<file path="src/rtl/irqPrioPkg.sv">
package irqPrioPkg;
  localparam int BANK_W = 4;

  typedef struct packed {
    logic              lvlWr;
    logic              enWr;
    logic              clrWr;
    logic [BANK_W-1:0] bank;
  } wrStrobeT;
endpackage

</file>
<file path="src/rtl/irqPrioDecode.sv">
module irqPrioDecode
  import irqPrioPkg::*;
#(
  parameter int NLVL   = 3,
  parameter int NEN    = 2,
  parameter int ADDR_W = 3
) (
  input  logic              wrEn,
  input  logic [ADDR_W-1:0] wrAddr,
  output wrStrobeT          strobe
);
  int addrInt;

  always_comb begin
    addrInt = int'(wrAddr);
    strobe  = '0;
    if (wrEn) begin
      if (addrInt < NLVL) begin
        strobe.lvlWr = 1'b1;
        strobe.bank  = BANK_W'(addrInt);
      end else if (addrInt < NLVL + NEN) begin
        strobe.enWr = 1'b1;
        strobe.bank = BANK_W'(addrInt - NLVL);
      end else if (addrInt < NLVL + 2 * NEN) begin
        strobe.clrWr = 1'b1;
        strobe.bank  = BANK_W'(addrInt - NLVL - NEN);
      end
    end
  end
endmodule

</file>
<file path="src/rtl/irqPrioRegs.sv">
module irqPrioRegs
  import irqPrioPkg::*;
#(
  parameter int NUM_SRC = 12
) (
  input  logic                   clk,
  input  logic                   rstN,
  input  wrStrobeT               strobe,
  input  logic [7:0]             wrData,
  input  logic [NUM_SRC-1:0]     srcEvent,
  output logic [NUM_SRC-1:0]     reqFlag,
  output logic [NUM_SRC-1:0]     enFlag,
  output logic [2*NUM_SRC-1:0]   lvlFlat
);
  for (genvar s = 0; s < NUM_SRC; s++) begin : gSrc
    localparam int LB   = s / 4;
    localparam int LF   = s % 4;
    localparam int EB   = s / 8;
    localparam int EBIT = s % 8;

    logic clrHit;
    assign clrHit = strobe.clrWr && (strobe.bank == BANK_W'(EB)) && wrData[EBIT];

    always_ff @(posedge clk) begin
      if (!rstN) begin
        reqFlag[s] <= 1'b0;
      end else begin
        reqFlag[s] <= (reqFlag[s] & ~clrHit) | srcEvent[s];
      end
    end

    always_ff @(posedge clk) begin
      if (!rstN) begin
        enFlag[s] <= 1'b0;
      end else if (strobe.enWr && (strobe.bank == BANK_W'(EB))) begin
        enFlag[s] <= wrData[EBIT];
      end
    end

    always_ff @(posedge clk) begin
      if (!rstN) begin
        lvlFlat[2*s +: 2] <= 2'b11;
      end else if (strobe.lvlWr && (strobe.bank == BANK_W'(LB))) begin
        lvlFlat[2*s +: 2] <= wrData[2*LF +: 2];
      end
    end
  end
endmodule

</file>
<file path="src/rtl/irqPrioArb.sv">
module irqPrioArb #(
  parameter int NUM_SRC = 12,
  parameter int IDX_W   = 4
) (
  input  logic [NUM_SRC-1:0]   pendEn,
  input  logic [2*NUM_SRC-1:0] lvlFlat,
  output logic [IDX_W-1:0]     winIdx,
  output logic [1:0]           winLevel,
  output logic                 winValid
);
  logic [2:0] bestLvl;

  always_comb begin
    bestLvl  = 3'b100;
    winIdx   = '0;
    winValid = 1'b0;
    for (int i = 0; i < NUM_SRC; i++) begin
      if (pendEn[i] && ({1'b0, lvlFlat[2*i +: 2]} < bestLvl)) begin
        bestLvl  = {1'b0, lvlFlat[2*i +: 2]};
        winIdx   = IDX_W'(i);
        winValid = 1'b1;
      end
    end
    winLevel = bestLvl[1:0];
  end
endmodule

</file>
<file path="src/rtl/irqPrioCtrl.sv">
module irqPrioCtrl
  import irqPrioPkg::*;
#(
  parameter  int NUM_SRC = 12,
  localparam int NLVL    = (NUM_SRC + 3) / 4,
  localparam int NEN     = (NUM_SRC + 7) / 8,
  localparam int ADDR_W  = $clog2(NLVL + 2 * NEN + 1),
  localparam int IDX_W   = (NUM_SRC > 1) ? $clog2(NUM_SRC) : 1
) (
  input  logic               clk,
  input  logic               rstN,
  input  logic [NUM_SRC-1:0] srcEvent,
  input  logic               wrEn,
  input  logic [ADDR_W-1:0]  wrAddr,
  input  logic [7:0]         wrData,
  input  logic [1:0]         cpuLevel,
  input  logic               cpuIntEn,
  output logic [IDX_W-1:0]   winIdx,
  output logic [1:0]         winLevel,
  output logic               winValid,
  output logic               irqAccept,
  output logic               wakeUp
);
  wrStrobeT               strobe;
  logic [NUM_SRC-1:0]     reqFlag;
  logic [NUM_SRC-1:0]     enFlag;
  logic [NUM_SRC-1:0]     pendEn;
  logic [2*NUM_SRC-1:0]   lvlFlat;

  irqPrioDecode #(.NLVL(NLVL), .NEN(NEN), .ADDR_W(ADDR_W)) uDec (
    .wrEn(wrEn), .wrAddr(wrAddr), .strobe(strobe)
  );

  irqPrioRegs #(.NUM_SRC(NUM_SRC)) uRegs (
    .clk(clk), .rstN(rstN), .strobe(strobe), .wrData(wrData),
    .srcEvent(srcEvent), .reqFlag(reqFlag), .enFlag(enFlag), .lvlFlat(lvlFlat)
  );

  assign pendEn = reqFlag & enFlag;

  irqPrioArb #(.NUM_SRC(NUM_SRC), .IDX_W(IDX_W)) uArb (
    .pendEn(pendEn), .lvlFlat(lvlFlat),
    .winIdx(winIdx), .winLevel(winLevel), .winValid(winValid)
  );

  assign wakeUp    = |pendEn;
  assign irqAccept = winValid && cpuIntEn && (winLevel < cpuLevel);
endmodule

</file>
<file path="config.mk">
export PLATFORM = sky130hd
export DESIGN_NAME = irqPrioCtrl
export DESIGN_NICKNAME = d
export VERILOG_FILES = /design/src/rtl/irqPrioPkg.sv /design/src/rtl/irqPrioDecode.sv /design/src/rtl/irqPrioRegs.sv /design/src/rtl/irqPrioArb.sv /design/src/rtl/irqPrioCtrl.sv
export SDC_FILE = /design/constraint.sdc
export NUM_CORES = 1
export LEC_CHECK = 0
export BUFFER_PORTS_ARGS = -buffer_cell sky130_fd_sc_hd__buf_2
export CORE_ASPECT_RATIO = 1.25
export CORE_MARGIN = 5
export CORE_UTILIZATION = 60
export CTS_CLUSTER_SIZE = 12
export DETAILED_ROUTE_END_ITERATION = 10
export PLACE_DENSITY = 0.82
export SLEW_MARGIN = 25
export SYNTH_ARGS = -nofsm -noshare
export SYNTH_HDL_FRONTEND = slang
export SYNTH_SLANG_ARGS = --single-unit
</file>
<file path="constraint.sdc">
create_clock -name clk -period 47.3 [get_ports clk]
set_input_delay 9.46 -clock clk [delete_from_list [all_inputs] [get_ports clk]]
set_output_delay 9.46 -clock clk [all_outputs]
set_load 0.01 [all_outputs]
</file>
==> impl_metrics.yaml <==
status:
  status: "finished, final reports clean"
clock_network:
  cts_sinks: 48
  holdBufCountCts: 0
  clockRootBuffer: "clkbuf_8"
  path_clk_slew_ps: 80
  postCtsSetupRepairBufs: 0
  cts_tree: "yes"
  cts_max_level: 2
  cts_buffer_depth: 2
  clk_latency_ps: 300
  cts_resized: 0
  numCtsBuffers: 5
power_and_ir_drop:
  p_clk_share_pct: 38.0
  p_per_area_nw_per_um2: 23.0
  internal-power_mw: 0.0625
  leakagePower_nw: 1.57
  p_seq_share_pct: 51.6
  p_comb_share_pct: 10.4
  power_switching_mw: 0.0203
  swShare_pct: 24.5
  vdd_drop_max_mv: 0.0206
timing:
  relSlewSlack_pct: 32.1
  period_needed_ps: 23990
  hold_viol: 0
  max_freq_ghz: 0.0417
  worstMarginPinSlew_ps: 1010
  finalMaxSlewViolations: 0
  fin_worst_skew_ps: 0
  rsz0062_at_grt: "false"
  setup_tns_ps: 0
  final-setup-viol-count: 0
  post-route-period-util_pct: 50.7
global_routing:
  grt_pass1_vias: 2886
  grt_busiest_layer: "met2"
  grt_use_met3_pct: 3.17
  antenna_found_initial: 0
  grt_use_met2_pct: 42.7
  grt_pass1_wl_microns: 13000
  grt_util_all_layers_pct: 23.7
  overflow: 0
  globalRouteMet1Util_pct: 27.4
  grt_max_degree: 49
flow_run:
  maxCapViolations: 0
synth:
  avgSynthCellArea_sq_um: 8.26
  synth_edf_count: 0
  synth_common_cells: "nand2_1 (67), dfxtp_1 (48), mux2i_1 (29), a21oi_1 (26), nor2b_1 (26)"
  synth_top_area_cell: "dfxtp_1"
  synth_top_family_by_area: "simple AND/OR/NAND/NOR gates"
  synth.net_count: 434
  syn_area_sq_um: 3220
  synthXorXnorAreaFrac_pct: 0
  synth_compound_area_share_pct: 24.3
  yosys_warnings: 0
  synthArstFlopShare_pct: 0
  synth-simple-area-share_pct: 27.8
  synth_ff_type: "dfxtp_1"
  synthMostInstantiatedCell: "nand2_1"
  yosysSeqAreaShare_pct: 29.8
  yosysUniqueCellTypes: 67
  muxShareOfSynthArea_pct: 9.47
  synth_cells: 390
  yosys.area.top_type_share_pct: 29.8
  yosys_register_bits: 48
  synth.area.top_cells: "dfxtp_1 (30%), mux2i_1 (9.0%), nand2_1 (7.8%)"
  synthAdderAreaFrac_pct: 5.82
drt:
  detail_route.wl_per_cell_microns: 16.5
  drtPass1Iterations: 5
  vias_per_cell: 6.12
  ant_nets: 0
  routed_wl_microns: 8120
  vias: 3012
  drtIter0Drc: 207
  drc: 0
placement:
  io_buffer_count: 37
  routabilityCongestion: 0.926
  detailed_place_hpwl_microns: 6190
floorplanning:
  rows: 29
  dieArea_sq_um: 6950
  chipHeight_microns: 91.9
  die_w_microns: 75.6
  coreArea_sq_um: 5150
  ios: 38
  initial_core_util_pct: 62.6
final_layout:
  num-nets-final: 473
  n_antenna_cell: 0
  drive_gt1_share_pct: 18.1
  syn_to_final_growth_pct: 11.5
  final_util_pct: 69.7
worst_setup_path:
  critPathMaxStageDelay_ps: 470
  endpoint_kind: "output port"
  timing_worst_setup_path_type: "flop to output port"
  required_ps: 37840
  crit_top_cell: "ha_1"
  cp_slowest_cell: "dfxtp_1"
  startpoint_type: "flop"
  worstPathMaxFanout: 9
  worst_ep_arrival_time_ps: 14530
min_path:
  min_path_type: "flop to flop"
## area by class of cell
cell class	instances	area (sq um)
Timing Repair Buffer	38	193
Tap cell	62	77.6
Inverter	17	63.8
Clock buffer	6	82.6
Sequential cell	48	961
Multi-Input combinational cell	319	2180
Clock inverter	2	38.8
Fill cell	435	1560
## critical path: cells and delay by family, from the launching register on
kind,cells,cell delay [ps]
compound gates,27,5080
flops,1,470
mux,4,1050
simple gates,21,4230
buf+inv,5,390
fa+ha+maj,12,3010
## layout by cell type (no fill, tap or decap), types with 8 or more instances in the layout
cell	synthesis	final
a21oi_1	26	26
buf_2	0	37
dfxtp_1	48	48
ha_1	15	15
inv_1	17	17
mux2i_1	29	29
nand2_1	67	67
nand3_1	12	12
nor2_1	23	23
nor2b_1	26	26
o211ai_1	8	8
## power groups by stage
stage	clock network, mW	logic, mW	registers, mW
4_1_cts	0.0320	0.00854	0.0426
3_5_place_dp	0	0.00851	0.0436
5_1_grt	0.0335	0.00954	0.0428
3_3_place_gp	0	0.00818	0.0435
6_report	0.0315	0.00862	0.0427
2_1_floorplan	0	0.00518	0.0432
## registers in the layout, summed over array words and instances (netlist names)
register	flops
uRegs.enFlag	12
uRegs.lvlFlat	24
uRegs.reqFlag	12
## final timing paths
check	startpoint	end	slack [ps]	cells after the start
hold reg to reg	uRegs.lvlFlat[1]	uRegs.lvlFlat[1]	500	2
hold / removal	uRegs.lvlFlat[1]	uRegs.lvlFlat[1]	500	2
setup / recovery	uRegs.reqFlag[0]	irqAccept	23310	69
setup reg to reg	uRegs.enFlag[0]	uRegs.enFlag[0]	46550	2
## layer usage
metal	up-vias	wire, microns
li1	1496	-
met1	1401	3290
met2	93	4220
met3	22	366
met4	0	242
met5	-	0
## through the flow
step	instances	worst slack [ps]	hold slack, ps	total power [mW]	area [sq um]
finish	492	23310	496	0.0828	3590
global route	492	22270	531	0.0859	3590
floorplan	390	25280	433	0.0484	3220
CTS	492	23390	496	0.0832	3590
global placement	484	24210	475	0.0517	3470
detailed placement	484	23760	482	0.0521	3470
## kinds of logic after synthesis
family                   Yosys count
AND/OR/NAND/NOR                  173
buffers and inverters             23
flip-flops                        48
AO/OA/AOI/OAI                    101
adder cells (fa/ha/maj)           15
multiplexers                      30
Power figures use the tool's default switching activity.
